==> config.mk <==
export PLATFORM = sky130hd
export DESIGN_NAME = status_spi_slave
export DESIGN_NICKNAME = d
export VERILOG_FILES = /design/src/rtl/sss_pkg.sv /design/src/rtl/sss_sync.sv /design/src/rtl/sss_word_build.sv /design/src/rtl/sss_shifter.sv /design/src/rtl/status_spi_slave.sv
export SDC_FILE = /design/constraint.sdc
export NUM_CORES = 1
export LEC_CHECK = 0
export BUFFER_PORTS_ARGS = -buffer_cell sky130_fd_sc_hd__buf_2
export CORE_UTILIZATION = 44
export DETAILED_ROUTE_END_ITERATION = 8
export PLACE_DENSITY = 0.66
export SETUP_SLACK_MARGIN = 0.5
export SLEW_MARGIN = 20
export SYNTH_ARGS = -nofsm -noshare
export SYNTH_HDL_FRONTEND = slang
export SYNTH_SLANG_ARGS = --single-unit
export TNS_END_PERCENT = 100
==> constraint.sdc <==
create_clock -name clk -period 1.31 [get_ports clk]
set_input_delay 0.262 -clock clk [delete_from_list [all_inputs] [get_ports clk]]
set_output_delay 0.262 -clock clk [all_outputs]
set_load 0.02 [all_outputs]
==> src/rtl/sss_pkg.sv <==
package sss_pkg;
  localparam int CHANS   = 8;
  localparam int FRAME_W = 2 * CHANS;
  typedef logic [FRAME_W-1:0] frame_t;

  // even count of ones -> 1
  function automatic logic even_par(input logic [CHANS-1:0] v, input logic [CHANS-1:0] msk);
    return ~^(v & msk);
  endfunction

  function automatic frame_t pack_word(input logic [CHANS-1:0] lvl, input logic uv, input logic ot);
    frame_t w;
    w[FRAME_W-1:CHANS] = lvl;
    w[7] = ~uv;
    w[6] = ~ot;
    w[5] = even_par(lvl, 8'hFF);
    w[4] = even_par(lvl, 8'hF0);
    w[3] = even_par(lvl, 8'h0F);
    w[2] = even_par(lvl, 8'h3C);
    w[1] = 1'b0;
    w[0] = 1'b1;
    return w;
  endfunction
endpackage

==> src/rtl/sss_sync.sv <==
module sss_sync #(
  parameter int W = 3,
  parameter int STAGES = 2,
  parameter logic [W-1:0] RST_VAL = '0
) (
  input  logic         clk,
  input  logic         rst,
  input  logic [W-1:0] d,
  output logic [W-1:0] q
);
  logic [W-1:0] st [STAGES];

  genvar g;
  generate
    for (g = 0; g < STAGES; g++) begin : g_stage
      always_ff @(posedge clk) begin
        if (rst) st[g] <= RST_VAL;
        else if (g == 0) st[g] <= d;
        else st[g] <= st[(g == 0) ? 0 : g-1];
      end
    end
  endgenerate

  assign q = st[STAGES-1];
endmodule

==> src/rtl/sss_word_build.sv <==
module sss_word_build
  import sss_pkg::*;
(
  input  logic             clk,
  input  logic             rst,
  input  logic             hold,
  input  logic [CHANS-1:0] lvl,
  input  logic             uv,
  input  logic             ot,
  output frame_t           snap
);
  localparam frame_t RST_WORD = pack_word('0, 1'b0, 1'b0);

  always_ff @(posedge clk) begin
    if (rst) snap <= RST_WORD;
    else if (!hold) snap <= pack_word(lvl, uv, ot);
  end

  a_r2_full_group_even: assert property (@(posedge clk) disable iff (rst)
    snap[5] == ~^snap[FRAME_W-1:CHANS]);
  a_r1_trailer_fixed: assert property (@(posedge clk) disable iff (rst)
    snap[1:0] == 2'b01);
endmodule

==> src/rtl/sss_shifter.sv <==
module sss_shifter
  import sss_pkg::*;
(
  input  logic   clk,
  input  logic   rst,
  input  logic   cs_s,
  input  logic   sck_s,
  input  logic   sdi_s,
  input  logic   short_frame,
  input  frame_t snap,
  output logic   bit_out
);
  logic   cs_d, sck_d, armed, sdi_cap;
  frame_t shreg, shnext;
  logic   cs_fall, sck_rise, sck_fall;

  assign cs_fall  = cs_d & ~cs_s;
  assign sck_rise = ~sck_d & sck_s;
  assign sck_fall = sck_d & ~sck_s;

  always_comb begin
    shnext = {shreg[FRAME_W-2:0], sdi_cap};
    if (short_frame) shnext[CHANS] = sdi_cap;
  end

  always_ff @(posedge clk) begin
    if (rst) begin
      cs_d    <= 1'b1;
      sck_d   <= 1'b0;
      armed   <= 1'b0;
      sdi_cap <= 1'b0;
      shreg   <= '0;
    end else begin
      cs_d  <= cs_s;
      sck_d <= sck_s;
      if (cs_fall) begin
        shreg <= snap;
        armed <= 1'b0;
      end else if (!cs_s) begin
        if (sck_rise) begin
          armed   <= 1'b1;
          sdi_cap <= sdi_s;
        end
        if (sck_fall && armed) shreg <= shnext;
      end
    end
  end

  assign bit_out = shreg[FRAME_W-1];

  a_r3_load_on_select: assert property (@(posedge clk) disable iff (rst)
    cs_fall |=> shreg == $past(snap));
  a_r5_unarmed_fall_holds: assert property (@(posedge clk) disable iff (rst)
    (sck_fall && !armed && !cs_s && !cs_fall) |=> $stable(shreg));
endmodule

==> src/rtl/status_spi_slave.sv <==
module status_spi_slave
  import sss_pkg::*;
#(
  parameter int SYNC_STAGES = 2
) (
  input  logic             clk,
  input  logic             rst,
  input  logic [CHANS-1:0] chan_lvl,
  input  logic             uv_alarm,
  input  logic             ot_alarm,
  input  logic             pwr_lost,
  input  logic             short_frame,
  input  logic             cs_n,
  input  logic             sck,
  input  logic             sdi,
  output logic             sdo,
  output logic             sdo_n,
  output logic             sdo_oe
);
  logic [2:0] pins_s;
  logic       cs_s, sck_s, sdi_s, bit_out, drv_bit;
  frame_t     snap;

  sss_sync #(.W(3), .STAGES(SYNC_STAGES), .RST_VAL(3'b100)) u_sync (
    .clk(clk), .rst(rst), .d({cs_n, sck, sdi}), .q(pins_s)
  );
  assign {cs_s, sck_s, sdi_s} = pins_s;

  sss_word_build u_build (
    .clk(clk), .rst(rst), .hold(~cs_s), .lvl(chan_lvl),
    .uv(uv_alarm), .ot(ot_alarm), .snap(snap)
  );

  sss_shifter u_shift (
    .clk(clk), .rst(rst), .cs_s(cs_s), .sck_s(sck_s), .sdi_s(sdi_s),
    .short_frame(short_frame), .snap(snap), .bit_out(bit_out)
  );

  assign drv_bit = bit_out & ~pwr_lost;

  always_ff @(posedge clk) begin
    if (rst) begin
      sdo    <= 1'b0;
      sdo_n  <= 1'b1;
      sdo_oe <= 1'b0;
    end else begin
      sdo    <= drv_bit;
      sdo_n  <= ~drv_bit;
      sdo_oe <= ~cs_s;
    end
  end

  a_r7_hiz_when_deselected: assert property (@(posedge clk) disable iff (rst)
    cs_s |=> !sdo_oe);
  a_r7_outputs_complement: assert property (@(posedge clk) disable iff (rst)
    sdo_oe |-> (sdo_n != sdo));
  a_r9_power_loss_low: assert property (@(posedge clk) disable iff (rst)
    pwr_lost |=> !sdo);
endmodule

==> impl_metrics.ini <==
[grt]
grt-ovfl-total = 0
busiest_layer = met2
gr-usage-met1_pct = 21.82
grt_util_met3_pct = 6.522
grt_pass1_vias = 1331
antenna_found_initial = 0
track_usage_pct = 18.84
grt_use_met2_pct = 31.38
grt_pass1_wl_um = 5754
grt_start_max_net_pins = 23

[timing]
grt_setup_unrepaired = true
clock.fmax_ghz = 0.8001
timing.final.crit_share_pct = 95.41
worstMarginPinSlew_ns = 0.3762
hold_violations = 0
fin_skew_ns = 0.01006
max_slew_margin_pct = 74.74
fin_crit_ns = 1.250
slew_viol_final = 0
setup_viol = 0

[die]
core-area_um2 = 3468
start_util_pct = 47.73
dieArea_um2 = 4011
die_h_um = 63.34
pin_count = 20
die_x_um = 63.34
row_count = 21

[logic_synthesis]
synth_warnings = 0
yosys_register_bits = 43
synthCells = 174
synth_top_family_by_area = simple AND/OR/NAND/NOR gates
yosys.area_share.simple_pct = 18.29
synth_compound_area_share_pct = 11.72
synthDistinctLibCells = 28
synthAdderAreaFrac_pct = 0
syn_area_um2 = 1655
muxShareOfSynthArea_pct = 9.675
synth_seq_area_share_pct = 52.00
synthesis.nets = 191
synth_xor_area_share_pct = 4.233
synth_area_per_cell_um2 = 9.513

[critical_path]
max_stage_delay_ns = 0.33
critPathLaunchType = register
r2r_slack_ns = 0.06
crit_fanout = 17
cp-end-kind = register
cp_top_family = compound AO/OA/AOI/OAI gates
critPathKind = register to register
required_ns = 1.51
crit_buf_inv = 1
slowest_stage = dfxtp_2
crit_chain = nand3b_1 > a21oi_4 > buf_12 > nor2_1 > a311oi_1
cp.arrival_ns = 1.45

[pwr]
power_uw = 2826
power_density_nw_per_um2 = 1277
power.leakage_uw = 0.0009011
irDropWorstVdd_mv = 0.8014

[placement]
dpl.hpwl_um = 2228
routabilityCongestion = 0.7603
io_buffers = 19

[finish]
fillCellCount = 303
area_growth_pct = 33.71
final_nets = 224
ff_latch_area_um2 = 872.1
drive_gt1_share_pct = 36.06
utilization_pct = 63.82
n_antenna_cell = 0
multi_input_area_um2 = 845.8

[route]
ant_nets = 0
first_pass_iters = 4
vias_per_cell = 5.071
vias = 1288
routed_wl_um = 3270
drc_errors = 0
avgRoutedWirePerCell_um = 12.87
drt-initial-drc-count = 24

[min_path]
min_path_type = primary input to register

[clocking]
clkSlewWorstSetupHoldPaths_ns = 0.09
clk_path_buf_depth = 2
cts_root_buf = clkbuf_8
cts_tree = done
clock-sinks = 43
clkLatencyLatePin_ns = 0.30
htreeDepth = 2
cts_hold_buf = 0
cts_made_buffers = 5

[job]
drv_cap = 0

[run_status]
status = finished, final reports clean
## state kept, by name (all words and copies together), names as in the netlist
signal,cells
u_shift.shreg,16
u_build.snap,14
u_sync.st,6
sdo,1
sdo_n,1
sdo_oe,1
u_shift.armed,1
u_shift.cs_d,1
u_shift.sck_d,1
u_shift.sdi_cap,1
## synthesized netlist by cell type
library cell	number	area, um2
nand2b_1	2	12.51
and2_1	1	6.260
a21oi_1	3	15.01
clkbuf_1	4	15.01
a211o_1	2	17.52
nand2_1	24	90.09
o211ai_1	1	7.510
a21oi_4	1	16.27
nor3b_1	1	7.510
buf_2	3	15.01
xnor2_1	6	52.55
a311oi_1	8	70.07
mux2i_1	16	160.2
nor2b_1	5	31.28
buf_4	3	22.52
dfxtp_1	43	860.8
and4bb_1	1	12.51
o21bai_1	1	7.510
o21ai_0	3	15.01
a311oi_2	1	15.01
nor2_1	30	112.6
nor3_1	2	10.01
or2_2	2	12.51
xor2_1	2	17.52
inv_1	3	11.26
inv_2	1	3.750
a211oi_1	4	30.03
nand3b_1	1	7.510
## placed cells by master (no fill, tap or decap), drive strengths merged
master / count
o211ai: 1
dfxtp: 43
nor3b: 1
bufinv: 1
nor2b: 5
o21ai: 3
and4bb: 1
a311oi: 9
a21oi: 4
nand2b: 2
xnor2: 6
xor2: 2
clkbuf: 6
nand3b: 1
mux2i: 16
inv: 5
a211o: 2
o21bai: 1
nor2: 30
nand2: 24
buf: 36
nor3: 2
or2: 2
a211oi: 4
and2: 1
## metal layers
layer  vias up  wire [um]
li1        655          -
met1       602       1423
met2        23       1620
met3         8        142
met4         0         84
met5         -          0
## path summary, 6_finish.rpt
| check | from | end | cells after the start |
|---|---|---|---|
| worst max-delay path | u_sync.st[1][1]$_SDFF_PP0_ | u_shift.shreg[4]$_SDFFE_PP0P_ | 5 |
| worst min-delay path | cs_n | u_sync.st[0][2]$_SDFF_PP1_ | 2 |
| worst max register to register | u_sync.st[1][1]$_SDFF_PP0_ | u_shift.shreg[4]$_SDFFE_PP0P_ | 5 |
| worst min register to register | u_sync.st[0][1]$_SDFF_PP0_ | u_sync.st[1][1]$_SDFF_PP0_ | 1 |
## timing repair
item / CTS / global route
resized for setup: 34 / 11
setup endpoints to repair: 35 / 36
pin swaps: 6 / 10
buffers inserted: 5 / 3
## kinds of logic after synthesis
group           count (synthesis)
buf+inv                        14
compound gates                 24
flops                          43
xor+xnor                        8
mux                            16
simple gates                   69
## through the flow
step | setup TNS, ns | hold slack [ns] | instance area (um2) | std cells | worst slack [ns]
2_1_floorplan | 0 | 0.3336 | 1719 | 174 | 0.1141
3_3_place_gp | 0 | 0.4079 | 1897 | 238 | 0.04105
3_5_place_dp | -0.003782 | 0.4219 | 1897 | 238 | -0.003115
4_1_cts | 0 | 0.1387 | 2147 | 251 | 0.05741
5_1_grt | 0 | 0.1320 | 2213 | 254 | 0.0004046
6_report | 0 | 0.1431 | 2213 | 254 | 0.06011
## power breakdown
group / internal (uW) / leakage, uW / switching (uW)
Clock: 627 / 0.0000618 / 448
Sequential: 1380 / 0.000355 / 45.1
Combinational: 168 / 0.000485 / 159
Total: 2170 / 0.000901 / 652
## cell type report
cell class	count	area share [%]
Tap cell	46	2.600
Sequential cell	43	39.40
Timing Repair Buffer	36	13.40
Clock inverter	2	1.752
Clock buffer	6	3.731
Inverter	4	0.9045
Multi-Input combinational cell	117	38.21
No activity file was read; power rests on OpenSTA's default activity.
